==> src/rtl/lbc_pkg.sv <==
package lbc_pkg;
  localparam int CNT_W     = 8;
  localparam int N_BINS    = 8;
  localparam int STAT_W    = 2;
  localparam int PAR_W     = 2;
  localparam int DATA_W    = CNT_W * N_BINS;
  localparam int REC_W     = DATA_W + STAT_W + PAR_W;
  localparam int IDX_WRAP  = DATA_W;
  localparam int IDX_FMT   = DATA_W + 1;
  localparam int IDX_PAR0  = DATA_W + 2;
  localparam int IDX_PAR1  = DATA_W + 3;
  localparam int LANE_BITS = 4;
  localparam logic [CNT_W-1:0] SEED = 8'h01;

  // one step of the x^8+x^6+x^5+x^4+1 sequence
  function automatic logic [CNT_W-1:0] lfsr_next(input logic [CNT_W-1:0] q);
    return {q[6:0], q[7] ^ q[5] ^ q[4] ^ q[3]};
  endfunction

  function automatic logic even_par(input logic [DATA_W/2+STAT_W-1:0] d);
    return ^d;
  endfunction
endpackage

==> src/rtl/lbc_counter.sv <==
module lbc_counter
  import lbc_pkg::*;
(
  input  logic             clk,
  input  logic             rst_n,
  input  logic             restart_i,
  input  logic             inc_i,
  output logic [CNT_W-1:0] val_o,
  output logic             wrap_o
);
  logic [CNT_W-1:0] val_q;
  logic [CNT_W-1:0] stepped;

  assign stepped = lfsr_next(val_q);
  assign wrap_o  = inc_i & ~restart_i & (stepped == SEED);
  assign val_o   = val_q;

  always_ff @(posedge clk or negedge rst_n) begin
    if (!rst_n)         val_q <= SEED;
    else if (restart_i) val_q <= inc_i ? lfsr_next(SEED) : SEED;
    else if (inc_i)     val_q <= stepped;
  end

  p_never_zero_r1: assert property (@(posedge clk) disable iff (!rst_n)
    val_q != '0);
  p_hold_idle_r4: assert property (@(posedge clk) disable iff (!rst_n)
    !inc_i && !restart_i |=> $stable(val_q));
  p_restart_seed_r5: assert property (@(posedge clk) disable iff (!rst_n)
    restart_i && !inc_i |=> val_q == SEED);
endmodule

==> src/rtl/lbc_channel.sv <==
module lbc_channel
  import lbc_pkg::*;
(
  input  logic              clk,
  input  logic              rst_n,
  input  logic              restart_i,
  input  logic [N_BINS-1:0] hit_i,
  input  logic              fmt_i,
  output logic [REC_W-1:0]  rec_o
);
  logic [CNT_W-1:0]  cnt [N_BINS];
  logic [N_BINS-1:0] wrap;
  logic [DATA_W-1:0] cnt_flat;
  logic              any_wrap;
  logic              wrap_q, fmt_q;

  for (genvar b = 0; b < N_BINS; b++) begin : g_bin
    lbc_counter u_cnt (
      .clk(clk), .rst_n(rst_n), .restart_i(restart_i),
      .inc_i(hit_i[b]), .val_o(cnt[b]), .wrap_o(wrap[b])
    );
    assign cnt_flat[b*CNT_W +: CNT_W] = cnt[b];
  end

  assign any_wrap = |wrap;

  always_ff @(posedge clk or negedge rst_n) begin
    if (!rst_n) begin
      wrap_q <= 1'b0;
      fmt_q  <= 1'b0;
    end else if (restart_i) begin
      wrap_q <= 1'b0;
      fmt_q  <= fmt_i;
    end else begin
      wrap_q <= wrap_q | any_wrap;
      fmt_q  <= fmt_q | fmt_i;
    end
  end

  always_comb begin
    rec_o = '0;
    for (int b = 0; b < N_BINS; b++)
      for (int j = 0; j < CNT_W; j++)
        rec_o[b*CNT_W + j] = cnt[b][CNT_W-1-j];
    rec_o[IDX_WRAP] = wrap_q;
    rec_o[IDX_FMT]  = fmt_q;
    rec_o[IDX_PAR0] = even_par({{STAT_W{1'b0}}, cnt_flat[DATA_W/2-1:0]});
    rec_o[IDX_PAR1] = even_par({wrap_q, fmt_q, cnt_flat[DATA_W-1:DATA_W/2]});
  end

  p_onehot_hit_r4: assert property (@(posedge clk) disable iff (!rst_n)
    $onehot0(hit_i));
  p_wrap_sticky_r2: assert property (@(posedge clk) disable iff (!rst_n)
    wrap_q && !restart_i |=> wrap_q);
  p_wrap_sets_r2: assert property (@(posedge clk) disable iff (!rst_n)
    any_wrap |=> wrap_q);
  p_fmt_sets_r3: assert property (@(posedge clk) disable iff (!rst_n)
    fmt_i |=> fmt_q);
endmodule

==> src/rtl/lbc_serializer.sv <==
module lbc_serializer
  import lbc_pkg::*;
#(
  parameter int N_CH = 16
) (
  input  logic                  clk,
  input  logic                  rst_n,
  input  logic                  req_i,
  input  logic [N_CH*REC_W-1:0] rec_i,
  output logic                  start_o,
  output logic                  busy_o,
  output logic [1:0]            lane_a_o,
  output logic [1:0]            lane_b_o
);
  localparam int TOT   = N_CH * REC_W;
  localparam int BEATS = TOT / LANE_BITS;
  localparam int BW    = $clog2(BEATS + 1);

  logic [TOT-1:0] sr_q;
  logic [BW-1:0]  beat_q;
  logic           busy_q;
  logic           last_beat;

  assign start_o   = req_i & ~busy_q;
  assign last_beat = busy_q && (beat_q == BW'(BEATS - 1));
  assign busy_o    = busy_q;
  assign lane_a_o  = busy_q ? {sr_q[0], sr_q[2]} : 2'b00;
  assign lane_b_o  = busy_q ? {sr_q[1], sr_q[3]} : 2'b00;

  always_ff @(posedge clk or negedge rst_n) begin
    if (!rst_n) begin
      sr_q   <= '0;
      beat_q <= '0;
      busy_q <= 1'b0;
    end else if (start_o) begin
      sr_q   <= rec_i;
      beat_q <= '0;
      busy_q <= 1'b1;
    end else if (busy_q) begin
      sr_q   <= sr_q >> LANE_BITS;
      beat_q <= beat_q + BW'(1);
      if (last_beat) busy_q <= 1'b0;
    end
  end

  p_req_busy_ignored_r9: assert property (@(posedge clk) disable iff (!rst_n)
    busy_q && !last_beat && req_i |=> busy_q && beat_q == $past(beat_q) + BW'(1));
  p_last_ends_r9: assert property (@(posedge clk) disable iff (!rst_n)
    last_beat && !req_i |=> !busy_q);
  p_idle_quiet_r8: assert property (@(posedge clk) disable iff (!rst_n)
    !busy_q |-> lane_a_o == 2'b00 && lane_b_o == 2'b00);
endmodule

==> src/rtl/lfsr_bin_bank.sv <==
module lfsr_bin_bank
  import lbc_pkg::*;
#(
  parameter int N_CH = 16
) (
  input  logic                   clk,
  input  logic                   rst_n,
  input  logic [N_CH*N_BINS-1:0] hit_i,
  input  logic [N_CH-1:0]        fmt_err_i,
  input  logic                   frame_req_i,
  output logic                   busy_o,
  output logic [1:0]             lane_a_o,
  output logic [1:0]             lane_b_o
);
  logic                  restart;
  logic [N_CH*REC_W-1:0] rec_all;

  for (genvar c = 0; c < N_CH; c++) begin : g_ch
    lbc_channel u_ch (
      .clk(clk), .rst_n(rst_n), .restart_i(restart),
      .hit_i(hit_i[c*N_BINS +: N_BINS]), .fmt_i(fmt_err_i[c]),
      .rec_o(rec_all[c*REC_W +: REC_W])
    );
  end

  lbc_serializer #(.N_CH(N_CH)) u_ser (
    .clk(clk), .rst_n(rst_n), .req_i(frame_req_i), .rec_i(rec_all),
    .start_o(restart), .busy_o(busy_o),
    .lane_a_o(lane_a_o), .lane_b_o(lane_b_o)
  );

  p_start_busy_r9: assert property (@(posedge clk) disable iff (!rst_n)
    restart |=> busy_o);
endmodule

==> config.mk <==
export PLATFORM = sky130hd
export DESIGN_NAME = lfsr_bin_bank
export DESIGN_NICKNAME = d
export VERILOG_FILES = /design/src/rtl/lbc_pkg.sv /design/src/rtl/lbc_counter.sv /design/src/rtl/lbc_channel.sv /design/src/rtl/lbc_serializer.sv /design/src/rtl/lfsr_bin_bank.sv
export SDC_FILE = /design/constraint.sdc
export NUM_CORES = 2
export LEC_CHECK = 0
export BUFFER_PORTS_ARGS = -buffer_cell sky130_fd_sc_hd__buf_2
export CORE_MARGIN = 2
export CORE_UTILIZATION = 68
export CTS_CLUSTER_DIAMETER = 100
export DETAILED_ROUTE_END_ITERATION = 6
export MAX_ROUTING_LAYER = met4
export PLACE_DENSITY_LB_ADDON = 0.2
export SLEW_MARGIN = 20
export SYNTH_ARGS = -nofsm -noshare
export SYNTH_HDL_FRONTEND = slang
export SYNTH_SLANG_ARGS = --single-unit
export TNS_END_PERCENT = 20
==> constraint.sdc <==
create_clock -name clk -period 3.25 [get_ports clk]
set_input_delay 0.65 -clock clk [delete_from_list [all_inputs] [get_ports clk]]
set_output_delay 0.65 -clock clk [all_outputs]
set_load 0.03 [all_outputs]
# --- Word level (Yosys, flattened, before mapping) ---
# Index checks and enable logic that the tools add are counted.
totals:
  reg_bits: 2154
  input_bits: 147
  out_inout_bits: 5
  wordCells: 1571
op_classes:
  n_addsub: 1
  n_eq_ne: 129
  n_mux: 425
  bitwise: 675
  n_reduce_logical: 178
op_table:
  columns: ["cell", "count"]
  rows:
  - ["$mux W1088", 2]
  - ["$mux W8", 256]
  - ["$reduce_xor A34 Y1", 32]
  - ["$eq A8 B1 Y1 const B", 128]
  - ["$xor A1 B1 Y1", 384]
  - ["$mux W2", 130]
  - ["$reduce_bool A2 Y1", 129]
  - ["$and A1 B1 Y1", 257]
  - ["$reduce_or A8 Y1", 16]
  - ["$mux W1", 35]
  - ["$or A1 B1 Y1", 32]
  - ["$mux W9", 2]
  - ["$add A9 B1 Y9 const B", 1]
  - ["$eq A9 B9 Y1 const B", 1]
  - ["$not A1 Y1", 2]
  - ["$logic_and A1 B1 Y1", 1]

# --- Depth between registers and ports, before layout ---
depth:
  depth_word: 8
  mapped_depth: 10
  depth_no_buf: 7

# --- Cells and area by module ---
# From an unflattened synthesis, not the netlist that was laid out.
unflattened:
  hier_cells: 10283
  hier_area_um2: 110767.5
by_module_without_submodules:
  columns: ["module", "instances", "cells_each", "area_each_um2", "seq_area_each_um2"]
  rows:
  - ["lbc_serializer", 1, 4763, 51454.3, 27476.4]
  - ["lbc_counter (g_ch[0].u_ch.g_bin[1].u_cnt ...)", 127, 34, 380.4, 201.4]
  - ["lbc_channel", 16, 73, 664.4, 50.0]
  - ["lbc_counter (g_ch[0].u_ch.g_bin[0].u_cnt)", 1, 34, 376.6, 201.4]

# --- Worst setup path after synthesis ---
# No wires, ideal clock.
synth_timing:
  kind: "register to output"
  from: "register u_ser.busy_q (netlist: u_ser.busy_o)"
  to: "output lane_b_o[0]"
  arrival_ps: 1695
  required_ps: 2600
  setup_slack_ps: 905
  path_stages_with_launch: 5
  path_buffers: 3
  cell_sequence: "dfrtp_1 clkbuf_1 clkbuf_1 clkbuf_1 and2_1"
synth_via:
  elab_chain_cells: 1
synth_rtl:
  columns: ["item", "line", "rtl"]
  rows:
  - ["from (decl)", "lbc_serializer.sv:21", "logic busy_q;"]
  - ["from (signal assigned)", "lbc_serializer.sv:34", "busy_q <= 1'b0;"]
  - ["from (signal assigned)", "lbc_serializer.sv:38", "busy_q <= 1'b1;"]
  - ["from (signal assigned)", "lbc_serializer.sv:42", "if (last_beat) busy_q <= 1'b0;"]
  - ["$mux W2", "lbc_serializer.sv:28", "assign lane_b_o = busy_q ? {sr_q[1], sr_q[3]} : 2'b00;"]
  - ["to (decl)", "lfsr_bin_bank.sv:13", "output logic [1:0] lane_b_o"]
# No other way between the ends.

# --- Worst setup path in the final report ---
layout_timing:
  from: "register u_ser.busy_q (netlist: u_ser.busy_o)"
  to: "output lane_a_o[1]"
layout_via:
  elab_chain_cells: 1
layout_rtl:
  columns: ["item", "line", "rtl"]
  rows:
  - ["$mux W2", "lbc_serializer.sv:27", "assign lane_a_o = busy_q ? {sr_q[0], sr_q[2]} : 2'b00;"]
  - ["to (decl)", "lfsr_bin_bank.sv:12", "output logic [1:0] lane_a_o,"]
# No other way between the ends.

==> qor.txt <==
DR DRC count - 0
GP Congestion - 0.868
ys flop type - dfrtp_1
Critical Path AT - 2.39 ns
Max Slew Vio Count - 0
Syn Inst Count - 9,735
Gates resized, CTS repair - 0
Setup crit start - u_ser.busy_o
final hold vios - 0
CP Class - flop to output pin
via count - 71,100
Post-Synth Adder-Cell Area - 0.0122%
XOR/XNOR share of the synthesized area - 8.80%
Die Height - 393 um
fin crit share - 93.7%
synthesis-stage register bit count - 2,154
Avg WL per Cell - 19.0 um
Reg clk slew, reported paths - 0.06 ns
Synth Warn # - 0
worst-skew pair later-pin latency - 0.82 ns
status - complete, no violations
Post-synth ARST share - 100%
cells along the critical path - buf_4, buf_4, and2_1, buf_2
TritonCTS Buffers - 213
share of layout cells above drive strength 1 - 7.90%
RSZ-0062 raised after global routing - false
worst hold margin - 0.0590 ns
Worst Hold Class - input port to flop
CP Max Fanout - 31
Die ar. - 0.154 mm^2
Cell Area, Synth - 0.103 mm^2
Final setup viols - 0
main combinational cell family by area after synthesis - multiplexers
Top cell by count, worst path - buf_4
Remaining Overflow, GRT - 0
Post-synth EDFFs - 0
final std cells w/o fill - 11,900
setup TNS - 0 ns
num rows - 142
CTS Sinks - 2,154
post-DP HPWL - 145 mm
register area share after synthesis - 52.6%
syn_area_per_cell - 10.6 um^2
flop-to-flop setup slack - 0.73 ns
worst vdd ir - 0.830 mV
starting density of the core - 68.6%
CP Data Required Time - 2.60 ns
worst rel slew slack - 24.6%
antenna-violating nets left - 0
cell leakage power - 52.4 nW
CTS HTree Levels - 4
Routed Wire Length - 226 mm
gr usage total - 30.6%
CP endpoint kind - output pin
Inst Count DP - 11,400
Compound-Gate Fraction of Synth Area - 7.97%
CP Launch Type - flop
total power - 135 mW
post-synthesis simple-gate area fraction - 10.3%
maximum buffer depth of the clock tree - 3
Critical Path Max Stage Delay - 0.61 ns
CTS tree - done
Synth Net Count - 9,883
PD cells - 1190 mW/mm^2
actual slew at the worst max-slew pin - 1.13 ns
drt first pass iters - 6
nets@finish - 9,781
post-synthesis cell type count - 46
vias in the first global route - 72,200
first-pass GRT wire length - 378 mm
critical path's slowest cell - dfrtp_4
Area growth, synth to finish - 9.67%
DIE WIDTH - 393 um
mux share of post-synthesis cell area - 17.9%
maximum capacitance violations - 0
IO Count - 152
CTS root buf - clkbuf_16
Iteration-0 DRC Markers - 5,322
Final WS setup - 0.206 ns
via/cell ratio - 5.99
pre-CTS setup slack - 0.485 ns
Max Clock Skew - 0.0343 ns
crit path time final - 3.04 ns
fin util - 75.2%
placed cell area - 0.105 mm^2
IO Port Bufs - 151
Hold Path Origin - fmt_err_i[14]
worst r2r src - u_ser.busy_o
initial antenna violation count - 47
Finished Cell Area - 0.113 mm^2
largest net degree at the start of global routing - 282
Core ar. - 0.150 mm^2
achievable clock frequency - 328 MHz
## cell families after synthesis
group,after synthesis
XOR/XNOR,1011
flip-flops,2154
buffers and inverters,626
adder cells (fa/ha/maj),1
AO/OA/AOI/OAI,1559
multiplexers,1841
AND/OR/NAND/NOR,2543
## metal layers
metal	routed length [um]	GRT usage (%)	up-vias
met5	0	-	-
met4	5350	8.59	0
met3	10600	4.29	380
met2	110000	48.4	1505
met1	99300	41.8	35900
li1	-	-	33400
## cells in the final DEF, fill, tap and decap left out, types with 36 or more instances in the layout
cell type and count:
nor4_1 59, clkbuf_8 59, o21ai_0 1057, nor2_1 959, buf_12 55, mux2i_1 1840
clkbuf_16 220, xnor2_1 928, xor2_1 65, dfrtp_1 2025, a21oi_1 260, clkinv_2 36
clkbuf_1 70, diode_2 44, nand3_1 39, o22ai_1 138, nor3_1 78, buf_2 149
dfstp_2 128, buf_4 95, nand4_1 94, nor4b_1 87, nand2_1 1201
## synth_stat cells, types with 2 or more instances
library cell / instances / area (um^2)
and2_1: 4 / 25.0
nand4b_1: 3 / 26.3
mux2i_1: 1840 / 18400
nor2_1: 959 / 3600
a211oi_1: 11 / 82.6
dfrtp_1: 2026 / 50700
o21ai_0: 1057 / 5290
buf_2: 81 / 405
xor2_1: 65 / 569
nand4_1: 94 / 588
o2111ai_1: 2 / 17.5
buf_1: 43 / 161
a21oi_1: 260 / 1300
a31oi_1: 14 / 87.6
nor4b_1: 87 / 762
clkbuf_1: 502 / 1880
o41ai_1: 8 / 70.1
xnor2_2: 9 / 146
xnor2_1: 928 / 8130
nor3_1: 78 / 390
a41oi_1: 12 / 105
nor3b_1: 3 / 22.5
nand3_1: 39 / 195
a21o_1: 25 / 188
a22o_1: 5 / 43.8
nand2_1: 1201 / 4510
o21ai_1: 22 / 110
nor4_1: 59 / 369
xnor3_1: 9 / 203
or3b_1: 2 / 17.5
nand3b_1: 3 / 22.5
o22ai_1: 138 / 863
dfstp_2: 128 / 3360
or4b_2: 6 / 60.1
## area by class of cell
| cell class | count | area (um^2) |
|---|---|---|
| diodes | 44 | 110 |
| clock buffers | 349 | 6580 |
| clock inverters | 51 | 507 |
| fillers | 10200 | 37200 |
| multi-input cells | 6955 | 46300 |
| flip-flops and latches | 2154 | 54100 |
| well taps | 2016 | 2520 |
| repair buffers | 309 | 2660 |
## registers in the layout, summed over array words and instances, names as in the netlist
register	cells
u_ser.sr_q	1088
g_ch.u_ch.fmt_q	16
u_ser.beat_q	9
u_ser.busy_o	1
g_ch.u_ch.wrap_q	16
g_ch.u_ch.g_bin.u_cnt.val_o	1024
## final timing paths
kind / end / cells after the start
worst max-delay path: lane_a_o[1] / 4
worst min-delay path: g_ch[14].u_ch.fmt_q / 2
worst max register to register: g_ch[12].u_ch.wrap_q / 8
worst min register to register: u_ser.sr_q[348] / 2
max in group asynchronous: u_ser.busy_o / 3
min in group asynchronous: u_ser.sr_q[494] / 2
## power by group
part | internal [mW] | total, mW | switching (mW)
sequential | 39.9 | 53.4 | 13.5
clock | 14.5 | 24.8 | 10.3
combinational | 28.9 | 56.4 | 27.5
total | 83.3 | 135 | 51.3
## repair_timing
item	4_1_cts	5_1_grt
hold buffers	10	0
hold endpoints to repair	26	0
setup buffers	0	0
## worst max-delay path: cells and delay by family, from the launching register on
kind | cells | cell delay, ns
buf+inv | 3 | 0.81
simple gates | 1 | 0.17
flops | 1 | 0.61
Note: power is estimated with default switching activity, not from simulation.
